[config.mk]
export PLATFORM = sky130hd
export DESIGN_NAME = csi_frame_tagger
export DESIGN_NICKNAME = d
export VERILOG_FILES = /design/src/rtl/csi_tag_pkg.sv /design/src/rtl/csi_vs_track.sv /design/src/rtl/csi_line_count.sv /design/src/rtl/csi_frame_tagger.sv
export SDC_FILE = /design/constraint.sdc
export NUM_CORES = 1
export LEC_CHECK = 0
export ABC_AREA = 1
export CAP_MARGIN = 20
export CORE_MARGIN = 1.5
export CORE_UTILIZATION = 43
export CTS_CLUSTER_DIAMETER = 30
export DETAILED_ROUTE_END_ITERATION = 12
export HOLD_SLACK_MARGIN = 0.15
export PLACE_DENSITY = 0.87
export SYNTH_ARGS = -nofsm -noshare
export SYNTH_HDL_FRONTEND = slang
export SYNTH_SLANG_ARGS = --single-unit
[constraint.sdc]
create_clock -name clk -period 2.7 [get_ports clk]
set_input_delay 0.54 -clock clk [delete_from_list [all_inputs] [get_ports clk]]
set_output_delay 0.54 -clock clk [all_outputs]
set_load 0.05 [all_outputs]
[src/rtl/csi_tag_pkg.sv]
package csi_tag_pkg;
  typedef enum logic [1:0] {
    MARK_NONE = 2'b00,
    MARK_SOF  = 2'b01,
    MARK_EOF  = 2'b10
  } mark_code_t;
endpackage

[src/rtl/csi_vs_track.sv]
module csi_vs_track #(
  parameter int NUM_VC = 4,
  parameter int VC_W   = 2
) (
  input  logic              clk,
  input  logic              rst_n,
  input  logic [NUM_VC-1:0] vsync_i,
  input  logic              take_i,
  output logic              req_o,
  output logic [VC_W-1:0]   sel_o,
  output logic              rise_o
);
  logic [NUM_VC-1:0] lvl_q, lvl_d, diff;

  assign diff  = vsync_i ^ lvl_q;
  assign req_o = |diff;

  // lowest channel with a pending edge wins
  always_comb begin
    sel_o = '0;
    for (int i = NUM_VC - 1; i >= 0; i--) begin
      if (diff[i]) sel_o = VC_W'(i);
    end
  end

  assign rise_o = vsync_i[sel_o];

  always_comb begin
    lvl_d = lvl_q;
    if (take_i) lvl_d[sel_o] = vsync_i[sel_o];
  end

  always_ff @(posedge clk or negedge rst_n) begin
    if (!rst_n) lvl_q <= '0;
    else        lvl_q <= lvl_d;
  end

  // one accepted marker retires exactly one channel's edge
  assert_one_edge_R4: assert property (@(posedge clk) disable iff (!rst_n)
    take_i |=> ($countones(lvl_q ^ $past(lvl_q)) == 1));
  // without acceptance the recorded levels stay put
  assert_hold_R6: assert property (@(posedge clk) disable iff (!rst_n)
    !take_i |=> $stable(lvl_q));
endmodule

[src/rtl/csi_line_count.sv]
module csi_line_count #(
  parameter int LEN_W   = 16,
  parameter int BPB     = 4,
  parameter int BYTES_W = 3
) (
  input  logic               clk,
  input  logic               rst_n,
  input  logic               beat_fire,
  input  logic               pkt_start,
  input  logic [LEN_W-1:0]   pkt_len,
  output logic [BYTES_W-1:0] bytes_o,
  output logic               eol_o
);
  logic [LEN_W-1:0] rem_q, rem_d, cur_len;
  logic             full;

  assign cur_len = pkt_start ? pkt_len : rem_q;
  assign full    = (cur_len >= LEN_W'(BPB));
  assign bytes_o = full ? BYTES_W'(BPB) : cur_len[BYTES_W-1:0];
  assign eol_o   = (cur_len != '0) && (cur_len <= LEN_W'(BPB));

  always_comb begin
    rem_d = rem_q;
    if (beat_fire) rem_d = cur_len - LEN_W'(bytes_o);
  end

  always_ff @(posedge clk or negedge rst_n) begin
    if (!rst_n) rem_q <= '0;
    else        rem_q <= rem_d;
  end

  // the line-end beat empties the count
  assert_eol_empties_R8: assert property (@(posedge clk) disable iff (!rst_n)
    (beat_fire && eol_o) |=> (rem_q == '0));
  // a long start beat leaves length minus one full beat
  assert_long_start_R9: assert property (@(posedge clk) disable iff (!rst_n)
    (beat_fire && pkt_start && (pkt_len > LEN_W'(BPB)))
      |=> (rem_q == $past(pkt_len) - LEN_W'(BPB)));
endmodule

[src/rtl/csi_frame_tagger.sv]
module csi_frame_tagger #(
  parameter int DATA_W = 32,
  parameter int NUM_VC = 4,
  parameter int VC_W   = 2,
  parameter int LEN_W  = 16,
  localparam int BPB     = DATA_W / 8,
  localparam int BYTES_W = $clog2(BPB) + 1
) (
  input  logic               clk,
  input  logic               rst_n,
  input  logic [NUM_VC-1:0]  vsync_i,
  input  logic               s_valid,
  output logic               s_ready,
  input  logic [DATA_W-1:0]  s_data,
  input  logic [VC_W-1:0]    s_vc,
  input  logic               s_pkt_start,
  input  logic [LEN_W-1:0]   s_pkt_len,
  output logic               m_valid,
  input  logic               m_ready,
  output logic [DATA_W-1:0]  m_data,
  output logic [BYTES_W-1:0] m_bytes,
  output logic               m_sol,
  output logic               m_eol,
  output logic               m_meta,
  output logic [VC_W-1:0]    m_vc
);
  import csi_tag_pkg::*;

  logic               mk_req, mk_rise, mk_take, beat_fire;
  logic [VC_W-1:0]    mk_vc;
  logic [BYTES_W-1:0] ln_bytes;
  logic               ln_eol;
  mark_code_t         mk_code;

  assign mk_take   = mk_req & m_ready;
  assign s_ready   = ~mk_req & m_ready;
  assign beat_fire = s_valid & s_ready;
  assign mk_code   = mk_rise ? MARK_SOF : MARK_EOF;

  csi_vs_track #(.NUM_VC(NUM_VC), .VC_W(VC_W)) u_vs (
    .clk(clk), .rst_n(rst_n), .vsync_i(vsync_i), .take_i(mk_take),
    .req_o(mk_req), .sel_o(mk_vc), .rise_o(mk_rise)
  );

  csi_line_count #(.LEN_W(LEN_W), .BPB(BPB), .BYTES_W(BYTES_W)) u_ln (
    .clk(clk), .rst_n(rst_n), .beat_fire(beat_fire),
    .pkt_start(s_pkt_start), .pkt_len(s_pkt_len),
    .bytes_o(ln_bytes), .eol_o(ln_eol)
  );

  always_comb begin
    m_valid = mk_req | s_valid;
    m_meta  = mk_req;
    if (mk_req) begin
      m_data  = {{(DATA_W-2){1'b0}}, mk_code};
      m_vc    = mk_vc;
      m_bytes = '0;
      m_sol   = 1'b0;
      m_eol   = 1'b0;
    end else begin
      m_data  = s_data;
      m_vc    = s_vc;
      m_bytes = ln_bytes;
      m_sol   = s_pkt_start;
      m_eol   = ln_eol;
    end
  end

  // a marker always blocks the input beat
  assert_stall_R4: assert property (@(posedge clk) disable iff (!rst_n)
    m_meta |-> !s_ready);
  // a full FIFO blocks the input
  assert_full_R6: assert property (@(posedge clk) disable iff (!rst_n)
    !m_ready |-> !s_ready);
  // marker words carry no bytes and no line flags
  assert_meta_form_R2: assert property (@(posedge clk) disable iff (!rst_n)
    m_meta |-> (m_bytes == '0 && !m_sol && !m_eol));
  // a data beat reaches the FIFO only as a data word
  assert_data_word_R11: assert property (@(posedge clk) disable iff (!rst_n)
    (s_valid && s_ready) |-> (m_valid && !m_meta && m_vc == s_vc));
endmodule

# ---- Word-level counts from Yosys, hierarchy flattened
# Index checks and enable logic that the tools add are counted.
dict set report totals {
  regBits 20
  latch_bits 0
  ram_bits 0
  rom_bits 0
  input_bits 59
  out_inout_bits 42
  elab_cells 34
  n_memories 0
}
dict set report classes {
  add_sub_neg 1
  multipliers 0
  div_mod_pow 0
  n_lt_le_gt_ge 4
  n_eq_ne 0
  n_shift 0
  n_mux 17
  n_bitwise 6
  n_reduce_logical 4
}
# operator n
set op_table {}
lappend op_table {{two-way mux 32 bit} 1}
lappend op_table {{greater-or-equal comparator 16 x 3 -> 1 bit (second input constant)} 1}
lappend op_table {{<= comparator 16 x 3 -> 1 bit (second input constant)} 1}
lappend op_table {{two-way mux 16 bit} 1}
lappend op_table {{nonzero test 16 bit} 1}
lappend op_table {{subtractor 16 x 3 -> 16 bit} 1}
lappend op_table {{two-way mux 2 bit} 6}
lappend op_table {{two-way mux 3 bit} 2}
lappend op_table {{bitwise mux 4 bit} 1}
lappend op_table {{two-way mux 1 bit} 4}
lappend op_table {{OR reduction 4 bit} 1}
lappend op_table {{XOR 4 bit} 1}
lappend op_table {{AND 1 bit} 3}
lappend op_table {{< comparator 2 x 3 -> 1 bit (second input constant)} 1}
lappend op_table {{binary-select mux 1 bit (select 2 bit)} 1}
lappend op_table {{demux 1 bit (select 2 bit)} 1}
lappend op_table {{greater-or-equal comparator 2 x 1 -> 1 bit (second input constant)} 1}
lappend op_table {{logical AND 1 bit} 2}
lappend op_table {{NOT 1 bit} 1}
lappend op_table {{bitwise OR 1 bit} 1}

# ---- Longest topological paths before layout
dict set report logic_depth {
  word_depth 10
  ltp_mapped 19
  mapped_depth_nobuf 16
}

# ---- Modules after synthesis
# Synthesis repeated with hierarchy kept, for this count alone.
dict set report hier_totals {
  cells_unflattened 343
  hier_area_um2 2209.6
}
# module instances cells_each area_each_um2 seq_area_each_um2
set modules_own_cells {}
lappend modules_own_cells {csi_line_count 1 193 1415.1 400.4}
lappend modules_own_cells {csi_frame_tagger 1 96 416.6 0.0}
lappend modules_own_cells {csi_vs_track 1 54 377.9 100.1}

# ---- Least setup slack after synthesis
# Ideal clock, no wire load.
dict set report synth_path {
  path_type {input -> output}
  start {in vsync_i[2]}
  end {out m_data[0]}
  t_arrival_ns 2.427
  t_required_ns 2.160
  path_slack_ns -0.267
  cell_stages 9
  path_buffers 0
  path_cell_list {xor2_1 > inv_1 > nand2_1 > nand2_1 > nor2_1 > nand2_1 > nand3_1 > inv_1 > o21ai_0}
}
dict set report synth_between {
  elab_chain_len 8
  elab_cells_between_ends 9
  classes_between {mux: 7; bitwise: 1; reduce/logical: 1}
}
# element line
set synth_rtl {}
lappend synth_rtl {{from (decl)} csi_frame_tagger.sv:11} ;# input logic [NUM_VC-1:0] vsync_i,
lappend synth_rtl {{XOR 4 bit} csi_vs_track.sv:15} ;# assign diff = vsync_i ^ lvl_q;
lappend synth_rtl {{two-way mux 2 bit (3 in a row)} csi_vs_track.sv:22} ;# if (diff[i]) sel_o = VC_W'(i);
lappend synth_rtl {{binary-select mux 1 bit (select 2 bit)} csi_vs_track.sv:26} ;# assign rise_o = vsync_i[sel_o];
lappend synth_rtl {{two-way mux 1 bit (implied by the code)} csi_vs_track.sv:26}
lappend synth_rtl {{two-way mux 2 bit} csi_frame_tagger.sv:38} ;# assign mk_code = mk_rise ? MARK_SOF : MARK_EOF;
lappend synth_rtl {{two-way mux 32 bit (*)} csi_frame_tagger.sv:54} ;# if (mk_req) begin
lappend synth_rtl {{to (decl)} csi_frame_tagger.sv:20} ;# output logic [DATA_W-1:0] m_data,
# Every way passes the cells marked *; elsewhere a longest branch is shown, timed or not. The select of a mux whose other input is x is not followed.

# ---- Worst setup path after layout
dict set report layout_path {
  start {in vsync_i[3]}
  end {out m_data[1]}
}
dict set report layout_between {
  elab_chain_len 9
  elab_cells_between_ends 10
  classes_between {mux: 8; bitwise: 1; reduce/logical: 1}
}
# element line
set layout_rtl {}
lappend layout_rtl {{XOR 4 bit} csi_vs_track.sv:15}
lappend layout_rtl {{two-way mux 2 bit (4 in a row)} csi_vs_track.sv:22}
lappend layout_rtl {{binary-select mux 1 bit (select 2 bit)} csi_vs_track.sv:26}
lappend layout_rtl {{two-way mux 1 bit (implied by the code)} csi_vs_track.sv:26}
lappend layout_rtl {{two-way mux 2 bit} csi_frame_tagger.sv:38}
lappend layout_rtl {{two-way mux 32 bit (*)} csi_frame_tagger.sv:54}
# Marked as above.

==> impl_metrics.py <==
metrics = {
    "run_status": {
        "outcome": "complete, but fails checks",
        "violations": "negative setup slack",
    },
    "setup_path": {
        "critPathArrivalTime_ps": 2200,
        "end_kind": "primary output",
        "path_class": "in2out",
        "start_kind": "primary input",
        "required_ps": 2160,
        "crit_fanout": 4,
        "ff2ff_setup_slack_ps": 450,
    },
    "cts": {
        "cts_root_buffer": "clkbuf_8",
        "clock-sinks": 20,
        "cts_tree": "built",
        "htree_num_levels": 1,
        "clk_pin_slew_ps": 80,
        "numCtsBuffers": 3,
        "worstSkewPairLatency_ps": 270,
        "cts_max_path_buffers": 2,
    },
    "global_route": {
        "grt_pass1_vias": 2691,
        "grt_max_degree": 28,
        "grt_pass1_wl_um": 13000,
        "antenna_found_initial": 0,
        "grt_overflow": 0,
        "grt_usage_pct": 33.6,
    },
    "drt": {
        "drt-pass1-iter-count": 6,
        "vias_per_cell": 5.75,
        "first_iter_violations": 299,
        "postRouteWirelength_um": 10200,
        "drcViolationCount": 0,
        "vias": 3011,
        "ant_nets": 0,
        "avgRoutedWirePerCell_um": 19.5,
    },
    "sta": {
        "fmax_ghz": 0.365,
        "timing.final.crit_share_pct": 101,
        "setup_ws_ps": -40.3,
        "slew_viol_final": 0,
        "rsz0062_at_grt": "yes",
        "hold_viol": 0,
        "clock_skew_ps": 7.29,
        "hold_slack_ps": 496,
        "min_period_ps": 2740,
        "setup_violations": 11,
        "tns_ps": -200,
    },
    "floorplan": {
        "rows": 24,
        "coreArea_um2": 4350,
        "ioPinCount": 101,
        "dieArea_um2": 4910,
        "start_util_pct": 44.4,
        "die_y_um": 70.1,
        "die_w_um": 70.1,
    },
    "logic_synthesis": {
        "yosysSeqAreaShare_pct": 25.9,
        "netlist.area_leader.share_pct": 25.9,
        "avgSynthCellArea_um2": 5.88,
        "yosys-top-cells-area": "dfrtp_1 (26%), nand2_1 (18%), inv_1 (13%)",
        "synth_nets": 389,
        "synth_warnings": 0,
        "ys_ff_latch": 20,
        "synthesis.area_um2": 1930,
        "synth_cell_types": 34,
        "synthFlopType": "dfrtp_1",
        "yosysTopAreaCell": "dfrtp_1",
        "async_flop_share_pct": 100,
        "postSynthCellCount": 329,
        "synth_edf_count": 0,
    },
    "layout": {
        "layout_common_cells": "nand2_1 (86), inv_1 (63), clkdlybuf4s50_1 (53), buf_4 (45), buf_12 (42)",
        "nets": 533,
        "drive_gt1_share_pct": 39.2,
        "final_util_pct": 92.5,
        "final_cells": 524,
        "design_area_um2": 4030,
        "antenna_cells": 0,
        "final_common_cell": "nand2_1",
        "area_growth_pct": 108,
    },
    "place": {
        "dp_hpwl_um": 5690,
        "place.gp.congestion": 0.952,
        "buffer_ports.inserted": 100,
        "numPlacedInstances": 514,
        "place_ws_ps": -289,
        "placed_cell_area_um2": 3670,
    },
    "min_path": {
        "min_path_type": "reg2reg",
    },
    "run": {
        "drv_cap": 0,
    },
    "pwr": {
        "p_leak_nw": 2.01,
        "report.power.total_mw": 3.17,
        "powerDensity_nw_per_um2": 787,
        "ir_drop_mv": 0.564,
    },
}
layout make-up:
class | instances | area (um^2)
timing repair buffer | 148 | 1790
sequential | 20 | 500
inverter | 71 | 269
tap | 52 | 65.1
clock buffer | 4 | 55.1
fill | 148 | 328
multi-input combinational | 229 | 1350
where the power goes:
part	switching, mW	internal (mW)
combinational	1.38	1.03
sequential	0.0954	0.414
clock	0.118	0.131
sequential cells by signal, summed over array words and instances, names as in the netlist:
name / count
u_vs.lvl_q: 4
u_ln.rem_q: 16
cell families (layout without fill, tap and decap cells):
logic type / Yosys count / count (layout) / synth area share, %
flip-flops: 20 / 20 / 25.9
other: 1 / 1 / 0.194
adder cells (fa/ha/maj): 1 / 1 / 0.647
multiplexers: 1 / 1 / 0.518
AND/OR/NAND/NOR: 196 / 196 / 45.2
AO/OA/AOI/OAI: 23 / 23 / 6.47
XOR/XNOR: 7 / 7 / 3.56
buffers and inverters: 80 / 223 / 17.5
layer usage:
metal | GRT usage, % | vias to the layer above | wire length, um
li1 | - | 1266 | -
met3 | 3.90 | 88 | 860
met5 | 0 | - | 0
met4 | 16.9 | 0 | 753
met1 | 36.7 | 1374 | 3590
met2 | 63.3 | 283 | 5020
critical path, cell delays in order:
cell and delay, ps:
dlygate4sd2_1 300, xnor2_2 220, nor2_1 120, o21ai_4 220, nand2_1 120, o211ai_1 120
nand3_2 170, o21ai_4 220, buf_12 160
synth_stat cells, types with 2 or more instances:
library cell  count
inv_1            67
nand4_1           3
nand2_2           8
xor2_1            4
dfrtp_1          20
nor2_2            4
buf_6             4
buf_1             3
inv_2             3
and3_1            2
xnor2_1           2
nand2_4           4
nand2_1          93
nand3_1          26
o21ai_0          17
nor2_1           50
nor2_4            2
path summary, 6_finish.rpt:
check                            endpoint  cells past startpoint           from
max in group asynchronous   u_ln.rem_q[2]                      2          rst_n
setup / recovery                m_data[1]                      9     vsync_i[3]
setup reg to reg            u_ln.rem_q[0]                      9  u_vs.lvl_q[3]
min in group asynchronous  u_ln.rem_q[14]                      2          rst_n
hold / removal              u_ln.rem_q[8]                      2  u_ln.rem_q[8]
hold reg to reg             u_ln.rem_q[8]                      2  u_ln.rem_q[8]
what timing repair did:
item	in CTS	in global routing
setup endpoints to repair	39	39
pin swaps	7	17
hold buffers	0	0
gates cloned	0	0
resized for setup	54	35
buffers inserted	2	4
(Power assumes the default switching activity.)
